**src/rtl/qlane_pkg.sv**
```systemverilog
package qlane_pkg;

  localparam int unsigned LANES = 4;

  typedef enum logic [1:0] {
    WD32 = 2'd0,
    WD16 = 2'd1,
    WD8  = 2'd2
  } width_t;

  typedef enum logic [2:0] {
    PH_IDLE = 3'd0,
    PH_TURN = 3'd1,
    PH_WSET = 3'd2,
    PH_WPUL = 3'd3,
    PH_WREC = 3'd4,
    PH_READ = 3'd5
  } phase_t;

  // Width code 2'b11 is folded onto the 32-bit arrangement.
  function automatic width_t mode_to_width(input logic [1:0] m);
    case (m)
      2'b01:   return WD16;
      2'b10:   return WD8;
      default: return WD32;
    endcase
  endfunction

  // Rounds a nanosecond minimum up to whole clocks, never below one.
  function automatic int unsigned ns2cyc(input int unsigned ns, input int unsigned clk_ns);
    int unsigned c;
    c = (ns + clk_ns - 1) / clk_ns;
    return (c == 0) ? 1 : c;
  endfunction

  function automatic int unsigned umax(input int unsigned a, input int unsigned b);
    return (a > b) ? a : b;
  endfunction

endpackage

```
**src/rtl/qlane_lane_map.sv**
```systemverilog
module qlane_lane_map
  import qlane_pkg::*;
#(
  parameter int unsigned MEM_AW = 19,
  parameter int unsigned LANE_W = 8,
  localparam int unsigned HAW   = MEM_AW + 2,
  localparam int unsigned DW    = LANES * LANE_W
) (
  input  width_t              wd_i,
  input  logic [HAW-1:0]      addr_i,
  input  logic [LANES-1:0]    be_i,
  input  logic [DW-1:0]       wdata_i,
  output logic [MEM_AW-1:0]   maddr_o,
  output logic [LANES-1:0]    lane_o,
  output logic [LANES-1:0]    wmask_o,
  output logic [DW-1:0]       wdata_o,
  output logic [1:0]          bank_o
);

  assign bank_o = addr_i[HAW-1:HAW-2];

  always_comb begin
    case (wd_i)
      WD16:    maddr_o = addr_i[HAW-2:1];
      WD8:     maddr_o = addr_i[HAW-3:0];
      default: maddr_o = addr_i[HAW-1:2];
    endcase
  end

  for (genvar l = 0; l < LANES; l++) begin : g_lane
    localparam logic [1:0] LID = 2'(l);
    logic              sel_l;
    logic              en_l;
    logic [LANE_W-1:0] byte_l;

    always_comb begin
      case (wd_i)
        WD16: begin
          sel_l  = (bank_o[1] == LID[1]);
          en_l   = be_i[l % 2];
          byte_l = wdata_i[(l % 2)*LANE_W +: LANE_W];
        end
        WD8: begin
          sel_l  = (bank_o == LID);
          en_l   = be_i[0];
          byte_l = wdata_i[LANE_W-1:0];
        end
        default: begin
          sel_l  = 1'b1;
          en_l   = be_i[l];
          byte_l = wdata_i[l*LANE_W +: LANE_W];
        end
      endcase
    end

    assign lane_o[l]                      = sel_l;
    assign wmask_o[l]                     = sel_l & en_l;
    assign wdata_o[l*LANE_W +: LANE_W]    = byte_l;
  end

endmodule

```
**src/rtl/qlane_rd_steer.sv**
```systemverilog
module qlane_rd_steer
  import qlane_pkg::*;
#(
  parameter int unsigned LANE_W = 8,
  localparam int unsigned DW    = LANES * LANE_W
) (
  input  width_t         wd_i,
  input  logic [1:0]     bank_i,
  input  logic [DW-1:0]  dq_i,
  output logic [DW-1:0]  rdata_o
);

  for (genvar l = 0; l < LANES; l++) begin : g_out
    localparam logic [1:0] LID = 2'(l);
    logic [1:0]        src_l;
    logic [LANE_W-1:0] byte_l;

    always_comb begin
      src_l  = LID;
      byte_l = '0;
      case (wd_i)
        WD16: begin
          src_l = {bank_i[1], LID[0]};
          if (l < 2) byte_l = dq_i[src_l*LANE_W +: LANE_W];
        end
        WD8: begin
          src_l = bank_i;
          if (l == 0) byte_l = dq_i[src_l*LANE_W +: LANE_W];
        end
        default: byte_l = dq_i[l*LANE_W +: LANE_W];
      endcase
    end

    assign rdata_o[l*LANE_W +: LANE_W] = byte_l;
  end

endmodule

```
**src/rtl/qlane_seq.sv**
```systemverilog
module qlane_seq
  import qlane_pkg::*;
#(
  parameter int unsigned N_AS  = 1,
  parameter int unsigned N_WP  = 2,
  parameter int unsigned N_REC = 1,
  parameter int unsigned N_RD  = 2,
  parameter int unsigned N_TA  = 1,
  localparam int unsigned N_MAX = umax(umax(umax(N_AS, N_WP), umax(N_REC, N_RD)), N_TA),
  localparam int unsigned CW    = $clog2(N_MAX + 1)
) (
  input  logic   clk,
  input  logic   rst_n,
  input  logic   req_i,
  input  logic   wr_i,
  output logic   accept_o,
  output logic   cap_o,
  output logic   ready_o,
  output phase_t ph_q_o,
  output phase_t ph_d_o
);

  localparam logic [CW-1:0] C_AS  = CW'(N_AS - 1);
  localparam logic [CW-1:0] C_WP  = CW'(N_WP - 1);
  localparam logic [CW-1:0] C_REC = CW'(N_REC - 1);
  localparam logic [CW-1:0] C_RD  = CW'(N_RD - 1);
  localparam logic [CW-1:0] C_TA  = CW'(N_TA - 1);

  phase_t        ph_q, ph_d;
  logic [CW-1:0] cnt_q, cnt_d;
  logic          rdy_q, rdy_d;
  logic          lrd_q, lrd_d;
  logic          last;

  assign last = (cnt_q == '0);

  always_comb begin
    ph_d     = ph_q;
    cnt_d    = cnt_q;
    rdy_d    = 1'b0;
    lrd_d    = lrd_q;
    accept_o = 1'b0;
    cap_o    = 1'b0;
    case (ph_q)
      PH_IDLE: begin
        if (req_i && !rdy_q) begin
          accept_o = 1'b1;
          if (wr_i) begin
            lrd_d = 1'b0;
            if (lrd_q) begin
              ph_d  = PH_TURN;
              cnt_d = C_TA;
            end else begin
              ph_d  = PH_WSET;
              cnt_d = C_AS;
            end
          end else begin
            ph_d  = PH_READ;
            cnt_d = C_RD;
          end
        end
      end
      PH_TURN: begin
        if (last) begin ph_d = PH_WSET; cnt_d = C_AS; end
        else cnt_d = cnt_q - 1'b1;
      end
      PH_WSET: begin
        if (last) begin ph_d = PH_WPUL; cnt_d = C_WP; end
        else cnt_d = cnt_q - 1'b1;
      end
      PH_WPUL: begin
        if (last) begin ph_d = PH_WREC; cnt_d = C_REC; end
        else cnt_d = cnt_q - 1'b1;
      end
      PH_WREC: begin
        if (last) begin ph_d = PH_IDLE; rdy_d = 1'b1; end
        else cnt_d = cnt_q - 1'b1;
      end
      PH_READ: begin
        if (last) begin
          ph_d  = PH_IDLE;
          rdy_d = 1'b1;
          cap_o = 1'b1;
          lrd_d = 1'b1;
        end else cnt_d = cnt_q - 1'b1;
      end
      default: ph_d = PH_IDLE;
    endcase
  end

  always_ff @(posedge clk or negedge rst_n) begin
    if (!rst_n) begin
      ph_q  <= PH_IDLE;
      cnt_q <= '0;
      rdy_q <= 1'b0;
      lrd_q <= 1'b0;
    end else begin
      ph_q  <= ph_d;
      cnt_q <= cnt_d;
      rdy_q <= rdy_d;
      lrd_q <= lrd_d;
    end
  end

  assign ready_o = rdy_q;
  assign ph_q_o  = ph_q;
  assign ph_d_o  = ph_d;

  // a transaction is only taken from idle when no ready pulse is pending
  assert_accept_idle_R10: assert property (@(posedge clk) disable iff (!rst_n)
    accept_o |-> (ph_q == PH_IDLE && !rdy_q));

endmodule

```
**src/rtl/qlane_sram_ctrl.sv**
```systemverilog
module qlane_sram_ctrl
  import qlane_pkg::*;
#(
  parameter int unsigned MEM_AW = 19,
  parameter int unsigned LANE_W = 8,
  parameter int unsigned CLK_NS = 10,
  parameter int unsigned T_WC   = 18,
  parameter int unsigned T_AS   = 2,
  parameter int unsigned T_WP   = 12,
  parameter int unsigned T_DS   = 8,
  parameter int unsigned T_AA   = 18,
  parameter int unsigned T_HZ   = 8
) (
  input  logic                     clk,
  input  logic                     rst_n,
  input  logic [1:0]               mode_i,
  input  logic                     req_i,
  input  logic                     wr_i,
  input  logic [MEM_AW+1:0]        addr_i,
  input  logic [4*LANE_W-1:0]      wdata_i,
  input  logic [3:0]               be_i,
  output logic                     ready_o,
  output logic [4*LANE_W-1:0]      rdata_o,
  output logic [MEM_AW-1:0]        mem_addr_o,
  output logic [3:0]               mem_cs_n_o,
  output logic [3:0]               mem_we_n_o,
  output logic                     mem_oe_n_o,
  output logic [4*LANE_W-1:0]      mem_dq_o,
  output logic                     mem_dq_oe_o,
  input  logic [4*LANE_W-1:0]      mem_dq_i
);

  localparam int unsigned DW    = LANES * LANE_W;
  localparam int unsigned N_AS  = ns2cyc(T_AS, CLK_NS);
  localparam int unsigned N_WP  = umax(ns2cyc(T_WP, CLK_NS), ns2cyc(T_DS, CLK_NS));
  localparam int unsigned N_WC  = ns2cyc(T_WC, CLK_NS);
  localparam int unsigned N_REC = (N_WC > N_AS + N_WP) ? (N_WC - N_AS - N_WP) : 1;
  localparam int unsigned N_RD  = ns2cyc(T_AA, CLK_NS);
  localparam int unsigned N_TA  = ns2cyc(T_HZ, CLK_NS);

  width_t              wd_in, wd_q;
  logic [MEM_AW-1:0]   map_addr, maddr_q;
  logic [LANES-1:0]    map_lane, lane_q, m_lane;
  logic [LANES-1:0]    map_wmask, wmask_q, m_wmask;
  logic [DW-1:0]       map_wdata, wdat_q;
  logic [1:0]          map_bank, bank_q;
  logic                accept, cap;
  phase_t              ph_q, ph_d;
  logic [LANES-1:0]    cs_n_q, cs_n_d, we_n_q, we_n_d;
  logic                oe_n_q, oe_n_d, dqoe_q, dqoe_d;
  logic [DW-1:0]       rd_steered, rdata_q;

  assign wd_in = mode_to_width(mode_i);

  qlane_lane_map #(.MEM_AW(MEM_AW), .LANE_W(LANE_W)) u_map (
    .wd_i    (wd_in),
    .addr_i  (addr_i),
    .be_i    (be_i),
    .wdata_i (wdata_i),
    .maddr_o (map_addr),
    .lane_o  (map_lane),
    .wmask_o (map_wmask),
    .wdata_o (map_wdata),
    .bank_o  (map_bank)
  );

  qlane_seq #(.N_AS(N_AS), .N_WP(N_WP), .N_REC(N_REC), .N_RD(N_RD), .N_TA(N_TA)) u_seq (
    .clk      (clk),
    .rst_n    (rst_n),
    .req_i    (req_i),
    .wr_i     (wr_i),
    .accept_o (accept),
    .cap_o    (cap),
    .ready_o  (ready_o),
    .ph_q_o   (ph_q),
    .ph_d_o   (ph_d)
  );

  qlane_rd_steer #(.LANE_W(LANE_W)) u_rd (
    .wd_i    (wd_q),
    .bank_i  (bank_q),
    .dq_i    (mem_dq_i),
    .rdata_o (rd_steered)
  );

  // Lane decode for the cycle being entered: fresh at acceptance, held after.
  assign m_lane  = accept ? map_lane  : lane_q;
  assign m_wmask = accept ? map_wmask : wmask_q;

  always_comb begin
    cs_n_d = '1;
    we_n_d = '1;
    oe_n_d = 1'b1;
    dqoe_d = 1'b0;
    case (ph_d)
      PH_WSET: cs_n_d = ~m_lane;
      PH_WPUL: begin
        cs_n_d = ~m_lane;
        we_n_d = ~m_wmask;
        dqoe_d = 1'b1;
      end
      PH_WREC: begin
        cs_n_d = ~m_lane;
        dqoe_d = (ph_q == PH_WPUL);
      end
      PH_READ: begin
        cs_n_d = ~m_lane;
        oe_n_d = 1'b0;
      end
      default: ;
    endcase
  end

  always_ff @(posedge clk or negedge rst_n) begin
    if (!rst_n) begin
      wd_q    <= WD32;
      maddr_q <= '0;
      lane_q  <= '0;
      wmask_q <= '0;
      wdat_q  <= '0;
      bank_q  <= '0;
    end else if (accept) begin
      wd_q    <= wd_in;
      maddr_q <= map_addr;
      lane_q  <= map_lane;
      wmask_q <= map_wmask;
      wdat_q  <= map_wdata;
      bank_q  <= map_bank;
    end
  end

  always_ff @(posedge clk or negedge rst_n) begin
    if (!rst_n) begin
      cs_n_q <= '1;
      we_n_q <= '1;
      oe_n_q <= 1'b1;
      dqoe_q <= 1'b0;
    end else begin
      cs_n_q <= cs_n_d;
      we_n_q <= we_n_d;
      oe_n_q <= oe_n_d;
      dqoe_q <= dqoe_d;
    end
  end

  always_ff @(posedge clk or negedge rst_n) begin
    if (!rst_n)   rdata_q <= '0;
    else if (cap) rdata_q <= rd_steered;
  end

  assign mem_addr_o  = maddr_q;
  assign mem_dq_o    = wdat_q;
  assign mem_cs_n_o  = cs_n_q;
  assign mem_we_n_o  = we_n_q;
  assign mem_oe_n_o  = oe_n_q;
  assign mem_dq_oe_o = dqoe_q;
  assign rdata_o     = rdata_q;

  // Write-enable low-time monitor used by the pulse-width property.
  localparam int unsigned WLW = $clog2(N_WP + 2);
  logic [WLW-1:0] wl_cnt;
  always_ff @(posedge clk or negedge rst_n) begin
    if (!rst_n)                wl_cnt <= '0;
    else if (!(&mem_we_n_o))   wl_cnt <= wl_cnt + 1'b1;
    else                       wl_cnt <= '0;
  end

  assert_we_in_cs_R5: assert property (@(posedge clk) disable iff (!rst_n)
    ((~mem_we_n_o) & mem_cs_n_o) == '0);

  assert_addr_hold_R5: assert property (@(posedge clk) disable iff (!rst_n)
    !(&mem_we_n_o) |-> $stable(mem_addr_o));

  assert_we_width_R5: assert property (@(posedge clk) disable iff (!rst_n)
    ((&mem_we_n_o) && wl_cnt != '0) |-> (wl_cnt == WLW'(N_WP)));

  assert_oe_excl_we_R7: assert property (@(posedge clk) disable iff (!rst_n)
    !mem_oe_n_o |-> (&mem_we_n_o));

  assert_drv_no_oe_R8: assert property (@(posedge clk) disable iff (!rst_n)
    mem_dq_oe_o |-> mem_oe_n_o);

  assert_ready_pulse_R10: assert property (@(posedge clk) disable iff (!rst_n)
    ready_o |=> !ready_o);

  assert_ready_idle_R10: assert property (@(posedge clk) disable iff (!rst_n)
    ready_o |-> (&mem_cs_n_o));

  assert_cs_group_R1: assert property (@(posedge clk) disable iff (!rst_n)
    (wd_q == WD32 && !(&mem_cs_n_o)) |-> (mem_cs_n_o == '0));

endmodule

```
**config.mk**
```make
export PLATFORM = sky130hd
export DESIGN_NAME = qlane_sram_ctrl
export DESIGN_NICKNAME = d
export VERILOG_FILES = /design/src/rtl/qlane_pkg.sv /design/src/rtl/qlane_lane_map.sv /design/src/rtl/qlane_rd_steer.sv /design/src/rtl/qlane_seq.sv /design/src/rtl/qlane_sram_ctrl.sv
export SDC_FILE = /design/constraint.sdc
export NUM_CORES = 1
export LEC_CHECK = 0
export CAP_MARGIN = 10
export CORE_MARGIN = 10
export CORE_UTILIZATION = 40
export DETAILED_ROUTE_END_ITERATION = 8
export GPL_ROUTABILITY_DRIVEN = 0
export PLACE_DENSITY = 0.81
export SKIP_LAST_GASP = 1
export SYNTH_ARGS = -nofsm -noshare
export SYNTH_HDL_FRONTEND = slang
export SYNTH_SLANG_ARGS = --single-unit
```
**constraint.sdc**
```tcl
create_clock -name clk -period 1.5 [get_ports clk]
set_input_delay 0.3 -clock clk [delete_from_list [all_inputs] [get_ports clk]]
set_output_delay 0.3 -clock clk [all_outputs]
set_load 0.02 [all_outputs]
```
==> results of run 1 <==
flip-flops by register name, summed over array words and instances (netlist names):
name           cells
u_seq.lrd_q        1
wd_q               2
bank_q             2
u_seq.ready_o      1
wmask_q            4
mem_addr_o        19
mem_dq_oe_o        1
u_seq.cnt_q        2
u_seq.ph_q_o       3
mem_we_n_o         4
mem_cs_n_o         4
mem_dq_o          32
lane_q             4
rdata_o           32
mem_oe_n_o         1
power breakdown:
group	leakage, nW	total (mW)	internal [mW]	switching [mW]
Clock	0.143	2.40	1.31	1.08
Sequential	1.36	5.25	4.46	0.790
Combinational	2.67	9.48	4.06	5.42
Total	4.17	17.1	9.84	7.29
area by class of cell:
type                    count  area [sq um]  share of cell area (%)
repair buffers            276          2780                    31.4
flip-flops and latches    112          2810                    31.8
clock buffers              16           292                    3.29
inverters                  10          37.5                   0.424
multi-input cells         422          2710                    30.6
well taps                 176           220                    2.49
timing repair:
action,in CTS,in global routing
setup endpoints to repair,177,106
setup buffers,6,7
resized for setup,125,58
endpoints found under the hold margin,14,0
gates cloned,1,13
pin swaps,1,17
hold buffers,1,0
layout by cell type (no fill, tap or decap), types with 6 or more instances in the layout:
master           count
mux2i_1             33
nand3b_1             8
nand2b_1             6
a21oi_1             18
nand2_1            138
o21ai_1             55
o21ai_0             33
buf_6                9
buf_12              12
o21ai_2             21
buf_4               58
dfstp_2              9
inv_1                6
nor2_1               6
dfrtp_1            103
nand3_1             19
dlygate4sd2_1       87
clkdlybuf4s50_1     91
clkbuf_16           17
a221o_1             28
worst max path at each step:
stage / cells past startpoint / endpoint / startpoint / slack [ps]
6_report: 8 / mem_dq_o[5]$_DFFE_PN0P_ / u_seq.ph_q_o[2]$_DFF_PN0_ / -40
5_1_grt: 5 / u_seq.cnt_q[0]$_DFFE_PN0P_ / u_seq.ph_q_o[2]$_DFF_PN0_ / -100
4_1_cts: 1 / mem_cs_n_o[2] / mem_cs_n_o[2]$_DFF_PN1_ / -80
3_5_place_dp: 7 / mem_dq_o[25]$_DFFE_PN0P_ / mode_i[0] / -580
3_3_place_gp: 7 / mem_dq_o[25]$_DFFE_PN0P_ / mode_i[0] / -570
2_1_floorplan: 7 / mem_dq_o[16]$_DFFE_PN0P_ / mode_i[0] / 2
logic make-up after synthesis:
kind of cell	Yosys count	share of synthesized area [%]
AO/OA/AOI/OAI	177	20.1
XOR/XNOR	1	0.160
adder cells (fa/ha/maj)	8	1.83
buffers and inverters	55	4.32
flip-flops	112	51.4
multiplexers	35	6.43
AND/OR/NAND/NOR	199	15.8
routing by layer:
| metal | vias to the layer above | wire (microns) | track usage [%] |
|---|---|---|---|
| li1 | 2546 | - | - |
| met1 | 2771 | 7980 | 23.6 |
| met2 | 341 | 9720 | 30.7 |
| met3 | 61 | 2570 | 8.98 |
| met4 | 0 | 783 | 9.72 |
| met5 | - | 0 | 0 |
metrics by stage:
| stage | setup TNS [ps] | setup WS, ps | std cells | instance area, sq um |
|---|---|---|---|---|
| 6_report | -683 | -43.0 | 1012 | 8860 |
| 5_1_grt | -4020 | -103 | 1012 | 8860 |
| 4_1_cts | -1360 | -82.7 | 993 | 8370 |
| 3_5_place_dp | -30790 | -576 | 969 | 7970 |
| 3_3_place_gp | -28950 | -566 | 969 | 7970 |
| 2_1_floorplan | 0 | 2.11 | 587 | 5500 |
cells in the mapped netlist, types with 2 or more instances:
cell type | instances | share of area [%]
o21ai_0 | 34 | 3.1
mux2i_1 | 34 | 6.2
a21oi_1 | 21 | 1.9
nor2b_1 | 4 | 0.46
a21o_1 | 2 | 0.27
ha_1 | 8 | 1.8
dfstp_2 | 9 | 4.3
a221o_1 | 28 | 5.1
or2_1 | 2 | 0.23
o21ai_1 | 76 | 7.0
clkbuf_1 | 28 | 1.9
nor2_1 | 7 | 0.48
dfrtp_1 | 103 | 47
a2bb2oi_1 | 3 | 0.48
buf_2 | 15 | 1.4
o22a_1 | 2 | 0.32
nand2_1 | 141 | 9.7
nand3b_1 | 8 | 1.1
and2_1 | 4 | 0.46
nand2b_1 | 7 | 0.80
inv_1 | 9 | 0.62
o22ai_1 | 2 | 0.23
nand3_1 | 20 | 1.8
critical path: stages, from the launching register on:
cell and delay, ps:
dfrtp_1 420, buf_6 140, nor3_4 200, buf_12 150, nand2_4 80, buf_12 160, clkbuf_16 180, nand2_1 70
nand2_1 50
==> flow_summary.yaml, run 1 <==
setup_path:
  worstSetupPathType: "reg2reg"
  end_kind: "register"
  critPathArrivalTime_ps: 1790
  rr_worst_depth: 8
  r2r_slack_ps: -40
  path_max_fanout: 15
  r2r_end: "mem_dq_o[5]$_DFFE_PN0P_"
  r2r_start: "u_seq.ph_q_o[2]$_DFF_PN0_"
  setup.worst_path.start_class: "register"
  crit_required_ps: 1750
layout:
  nets: 934
  n_antenna_cell: 0
  utilization_pct: 66.6
  drive_gt1_share_pct: 20.5
  area_delta_synth_final_pct: 61.9
  nFillCells: 1010
global_routing:
  overflow: 0
  grt_pass1_wl_mm: 30.0
  antenna_found_initial: 0
  grt_max_degree: 35
  grt_pass1_vias: 5623
  track_usage_pct: 20.1
detailed_routing:
  vias_per_cell: 5.65
  wl_per_cell_microns: 20.8
  drc_errors: 0
  drtIter0Drc: 427
  vias: 5719
  routed_wl_mm: 21.0
  first_pass_iters: 6
  ant_nets: 0
timing:
  fin_skew_ps: 7.59
  hold_viol_final: 0
  relSlewSlack_pct: 75.5
  rsz0062_at_grt: "yes"
  setup_violations: 31
  fmax_ghz: 0.648
  tightest_slew_ps: 368
  fin_hold_ws_ps: 423
  slew_violations: 0
  fin_crit_sh_pct: 103
  worst_slack_ps: -43.0
  finalCriticalPeriod_ps: 1540
synthesis:
  yosys_warnings: 0
  synth-seq-cells: 112
  synth.yosys.seq_area_share_pct: 51.4
  async_flop_share_pct: 100
  synth.distinct_cells: 43
  synth-main-ff-cell: "dfrtp_1"
  avgSynthCellArea_sq_um: 9.32
  synth_edf_count: 0
  syn_area_sq_um: 5470
  synthesis.nets: 690
  syn_inst: 587
clock_tree:
  cts_root_buffer: "clkbuf_16"
  htreeDepth: 3
  clock_latency_ps: 360
  ctsLongestPathBuffers: 2
  clkSinkCount: 112
  cts_tree: "yes"
  clk_pin_slew_worst_paths_ps: 80
  cts_buffers: 9
power_and_ir_drop:
  ir_worst_vdd_uv: 952
  p_leak_nw: 4.17
  powerDensity_nw_per_um2: 1930
  p_total_mw: 17.1
min_path:
  hold_depth: 1
  hp-start: "lane_q[0]$_DFF_PN0_"
  min_to: "mem_cs_n_o[0]$_DFF_PN1_"
  hold_class: "reg2reg"
status:
  violations: "setup timing"
  outcome: "finished with violations"
place:
  hpwl_mm: 14.3
  port_buffers: 188
floorplan:
  rows: 42
  fp.dieW_microns: 137
  start_util_pct: 41.2
  die_y_microns: 137
  core_area_sq_um: 13300
  die_area_sq_um: 18800
  io-pin-count: 189
job:
  drv_cap: 0
(Power assumes the default switching activity.)
==> inputs of run 2 (changes only) <==
--- a/config.mk
+++ b/config.mk
@@ -10,7 +10,7 @@
 export CORE_UTILIZATION = 40
 export DETAILED_ROUTE_END_ITERATION = 8
 export GPL_ROUTABILITY_DRIVEN = 0
-export PLACE_DENSITY = 0.81
+export PLACE_DENSITY = 0.78
 export SKIP_LAST_GASP = 1
 export SYNTH_ARGS = -nofsm -noshare
 export SYNTH_HDL_FRONTEND = slang
==> constraint.sdc (replaced) <==
create_clock -name clk -period 1.7 [get_ports clk]
set_input_delay 0.34 -clock clk [delete_from_list [all_inputs] [get_ports clk]]
set_output_delay 0.34 -clock clk [all_outputs]
set_load 0.02 [all_outputs]
==> run 2 against run 1 <==
  * The flow now finishes without violations
  * Total power shrank 18%
  * Count of clock-buffer cells in the layout shrank 2
  * Register-to-register slack gained 150 ps
  * Combinational power shrank 24%
  * Flip-flop and latch count is the same
  * Sequential share of layout area grew 2.3 points
  * Critical path type is now reg2out
==> flow_summary.yaml, run 2 (same netlist as run 1, synthesis figures left out) <==
status:
  outcome: "completed"
power_and_ir_drop:
  switchingPower_mw: 5.72
  swShare_pct: 40.5
  power_frac_seq_pct: 32.8
  pwr-share-clk_pct: 15.8
  intPower_mw: 8.40
  combPwrFrac_pct: 51.3
  ir_worst_vdd_uv: 833
  powerDensity_nw_per_um2: 1710
  p_leak_nw: 4.05
global_routing:
  grt_pass1_wl_mm: 29.0
  grt_pass1_vias: 5458
  overflow: 0
  track_usage_pct: 19.3
  grt_max_degree: 83
  antenna_found_initial: 1
clock_tree:
  clock_latency_ps: 340
  cts_tree: "yes"
  post_cts_buffers: 0
  clk_pin_slew_worst_paths_ps: 70
  holdBufCountCts: 0
  htreeDepth: 3
  cts_root_buffer: "clkbuf_16"
  clkSinkCount: 112
  ctsLongestPathBuffers: 2
  cts_buffers: 9
layout:
  stdcell_count: 968
  final_common_cell: "nand2_1"
  layout_common_cells: "140 x nand2_1, 126 x clkdlybuf4s50_1, 103 x dfrtp_1"
  drive_gt1_share_pct: 10.7
  nets: 889
  utilization_pct: 62.1
  area_delta_synth_final_pct: 50.8
detailed_routing:
  first_pass_iters: 5
  vias_per_cell: 5.41
  vias: 5234
  drtIter0Drc: 358
  ant_nets: 0
  wl_per_cell_microns: 18.9
  routed_wl_mm: 18.3
  drc_errors: 0
setup_path:
  end_kind: "output port"
  setup.worst_path.start_class: "register"
  crit_buf_inv: 1
  crit_required_ps: 1360
  cp_top_family: "buffers and inverters"
  worstSetupPathType: "reg2out"
  path_max_fanout: 2
  slowest_stage: "clkdlybuf4s50_1"
  cpPeakStageDelay_ps: 620
  critPathArrivalTime_ps: 1330
  cp_cell_sequence: "clkdlybuf4s50_1"
timing:
  hold_viol_final: 0
  fin_crit_sh_pct: 98.2
  fmax_ghz: 0.599
  setup_violations: 0
  fin_hold_ws_ps: 6.44
  rsz0062_at_grt: "no"
  slew_violations: 0
  tightest_slew_ps: 480
  relSlewSlack_pct: 68.0
  fin_skew_ps: 7.23
  finalCriticalPeriod_ps: 1670
  worst_slack_ps: 31.0
floorplan:
  fp.dieW_microns: 137
  io-pin-count: 189
  die_y_microns: 137
  core_area_sq_um: 13300
  rows: 42
  die_area_sq_um: 18800
  start_util_pct: 41.2
place:
  port_buffers: 188
  post-place-cells: 951
  pre_cts_slack_ps: -410
  hpwl_mm: 13.9
min_path:
  hold_class: "in2async"
job:
  drv_cap: 0
==> run 2: area by class of cell <==
class | instances | area, sq um
diodes | 1 | 2.50
clock buffers | 14 | 284
clock inverters | 2 | 35.0
fillers | 1117 | 5040
inverters | 10 | 37.5
multi-input cells | 420 | 2480
flip-flops and latches | 112 | 2810
well taps | 176 | 220
repair buffers | 233 | 2380
==> run 2: power groups by stage <==
stage	logic, mW	registers [mW]	clock network [mW]
after floorplan	2.66	5.83	0
after global placement	7.25	4.64	0
after detailed placement	7.42	4.69	0
after CTS	7.30	4.65	2.30
after global routing	7.90	4.78	2.41
final	7.25	4.63	2.24
==> run 2: path summary, 6_finish.rpt <==
kind	startpoint	endpoint	slack (ps)	cells after the start
max in group asynchronous	rst_n	mem_cs_n_o[0]$_DFF_PN1_	1280	2
worst max register to register	u_seq.ph_q_o[1]$_DFF_PN0_	u_seq.cnt_q[0]$_DFFE_PN0P_	110	3
min in group clk	lane_q[1]$_DFF_PN0_	mem_cs_n_o[1]$_DFF_PN1_	410	1
worst max-delay path	rdata_o[28]$_DFFE_PN0P_	rdata_o[28]	30	1
worst min register to register	lane_q[1]$_DFF_PN0_	mem_cs_n_o[1]$_DFF_PN1_	410	1
worst min-delay path	rst_n	rdata_o[16]$_DFFE_PN0P_	6	2
==> run 2: metal layers <==
layer	up-vias	track usage (%)	wire, microns
li1	2449	-	-
met1	2497	22.4	7260
met3	24	8.17	2170
met2	264	31.5	8530
met4	0	6.03	289
met5	-	0	0
==> run 2: per-stage QoR <==
stage,area [sq um],setup TNS [ps],power [mW]
global placement,7820,-13570,11.9
global route,8250,0,15.1
floorplan,5470,0,8.49
detailed placement,7820,-16540,12.1
CTS,8120,0,14.2
finish,8250,0,14.1
==> run 2: timing repair <==
action                                  4_1_cts  5_1_grt
pin swaps                                     0        1
resized for setup                            29       44
endpoints found under the setup margin       41       94
gates cloned                                  0        0
==> inputs of run 3 (changes only) <==
--- a/config.mk
+++ b/config.mk
@@ -10,6 +10,8 @@
 export CORE_UTILIZATION = 40
 export DETAILED_ROUTE_END_ITERATION = 8
 export GPL_ROUTABILITY_DRIVEN = 0
+export GPL_TIMING_DRIVEN = 0
+export MAX_ROUTING_LAYER = met4
 export PLACE_DENSITY = 0.78
 export SKIP_LAST_GASP = 1
 export SYNTH_ARGS = -nofsm -noshare
==> run 3 against run 2 <==
  * Sequential share of layout area rose by 0.24 points
  * Non-clock buffer count grew 2
  * Total power about the same
  * Critical path type unchanged
  * Largest power group unchanged
==> flow_summary.yaml, run 3 (same netlist as run 1, synthesis figures left out) <==
global_routing:
  track_usage_pct: 20.4
  overflow: 0
  grt_max_degree: 67
  grt_pass1_wl_mm: 29.0
  grt_pass1_vias: 5339
  antenna_found_initial: 2
setup_path:
  path_max_fanout: 2
  cpPeakStageDelay_ps: 630
  setup.worst_path.start_class: "register"
  crit_buf_inv: 1
  cp_top_family: "buffers and inverters"
  critPathArrivalTime_ps: 1330
  worstSetupPathType: "reg2out"
  crit_required_ps: 1360
  cp_cell_sequence: "clkdlybuf4s50_1"
  end_kind: "output port"
  slowest_stage: "clkdlybuf4s50_1"
clock_tree:
  clk_pin_slew_worst_paths_ps: 80
  clock_latency_ps: 350
  ctsLongestPathBuffers: 2
  holdBufCountCts: 0
  cts_tree: "yes"
  htreeDepth: 3
  clkSinkCount: 112
  cts_root_buffer: "clkbuf_16"
  cts_buffers: 9
floorplan:
  start_util_pct: 41.2
  fp.dieW_microns: 137
  die_area_sq_um: 18800
  rows: 42
  io-pin-count: 189
  core_area_sq_um: 13300
  die_y_microns: 137
timing:
  rsz0062_at_grt: "yes"
  slew_violations: 0
  fin_skew_ps: 15.4
  finalSetupTns_ps: 0
  fin_crit_sh_pct: 98.1
  hold_viol_final: 0
  worst_slack_ps: 32.9
  setup_violations: 0
  tightest_slew_ps: 889
  finalCriticalPeriod_ps: 1670
  relSlewSlack_pct: 40.7
  fmax_ghz: 0.600
  fin_hold_ws_ps: 85.0
detailed_routing:
  drc_errors: 0
  routed_wl_mm: 19.0
  vias: 5232
  wl_per_cell_microns: 19.5
  vias_per_cell: 5.39
  first_pass_iters: 5
  drtIter0Drc: 410
  ant_nets: 0
power_and_ir_drop:
  ir_worst_vdd_uv: 854
  powerDensity_nw_per_um2: 1720
  p_leak_nw: 4.04
layout:
  layout_common_cells: "140 x nand2_1, 122 x clkdlybuf4s50_1, 102 x dfrtp_1"
  final_common_cell: "nand2_1"
  area_delta_synth_final_pct: 49.8
  stdcell_count: 971
  drive_gt1_share_pct: 11.0
  nets: 891
  nFillCells: 1101
place:
  post-place-cells: 952
  pre_cts_slack_ps: -831
  hpwl_mm: 14.5
  port_buffers: 188
status:
  outcome: "completed"
job:
  drv_cap: 0
min_path:
  hold_class: "in2async"
run 3: cell count changes in the layout (fill, tap and decap cells not counted), moves of 3 or more:
cell	delta
buf_4	-31
clkbuf_1	+12
buf_12	-8
buf_2	+8
clkbuf_2	+8
dlymetal6s2s_1	+8
clkbuf_4	+6
buf_6	+5
o21ai_0	-5
clkdlybuf4s50_1	-4
dlygate4sd2_1	-4
o21ai_1	+3
run 3: area by class of cell:
| type | instances | area (sq um) | area share [%] |
|---|---|---|---|
| antenna | 2 | 5.00 | 0.0611 |
| buffer | 44 | 284 | 3.47 |
| clock buffer | 12 | 236 | 2.89 |
| clock inverter | 4 | 45.0 | 0.550 |
| inverter | 10 | 37.5 | 0.458 |
| multi-input combinational | 420 | 2550 | 31.1 |
| sequential | 112 | 2820 | 34.4 |
| tap | 176 | 220 | 2.69 |
| timing repair buffer | 191 | 2010 | 24.5 |
run 3: per-stage QoR:
step	instance area, sq um	power (mW)	util [%]
4_1_cts	7960	14.1	59.9
5_1_grt	8200	15.0	61.6
2_1_floorplan	5470	8.49	-
6_report	8200	14.1	61.6
3_5_place_dp	7600	11.9	57.2
3_3_place_gp	7570	11.7	57.0
run 3: power by group:
group | internal, mW | total [mW] | switching (mW)
sequential | 3.93 | 4.63 | 0.700
combinational | 3.14 | 7.38 | 4.24
clock | 1.14 | 2.10 | 0.964
run 3: path summary, 6_finish.rpt:
path,endpoint,slack [ps],from,cells after the start
worst min register to register,mem_cs_n_o[2]$_DFF_PN1_,430,lane_q[2]$_DFF_PN0_,1
worst max-delay path,mem_dq_o[3],30,mem_dq_o[3]$_DFFE_PN0P_,1
worst max register to register,rdata_o[0]$_DFFE_PN0P_,80,u_seq.cnt_q[0]$_DFFE_PN0P_,7
max in group asynchronous,mem_we_n_o[0]$_DFF_PN1_,830,rst_n,2
min in group clk,mem_cs_n_o[2]$_DFF_PN1_,430,lane_q[2]$_DFF_PN0_,1
worst min-delay path,rdata_o[3]$_DFFE_PN0P_,90,rst_n,1
run 3: routing by layer:
metal	routed length (microns)	up-vias	track usage (%)
met5	0	-	-
met4	217	0	5.74
met3	2100	20	7.88
met2	8710	232	31.7
met1	7920	2526	24.2
li1	-	2454	-
run 3: what timing repair did:
| action | in CTS | in global routing |
|---|---|---|
| setup endpoints to repair | 126 | 146 |
| gates resized for setup | 63 | 86 |
| buffers inserted | 0 | 2 |
| hold endpoints to repair | 0 | 0 |
| pin swaps | 0 | 5 |
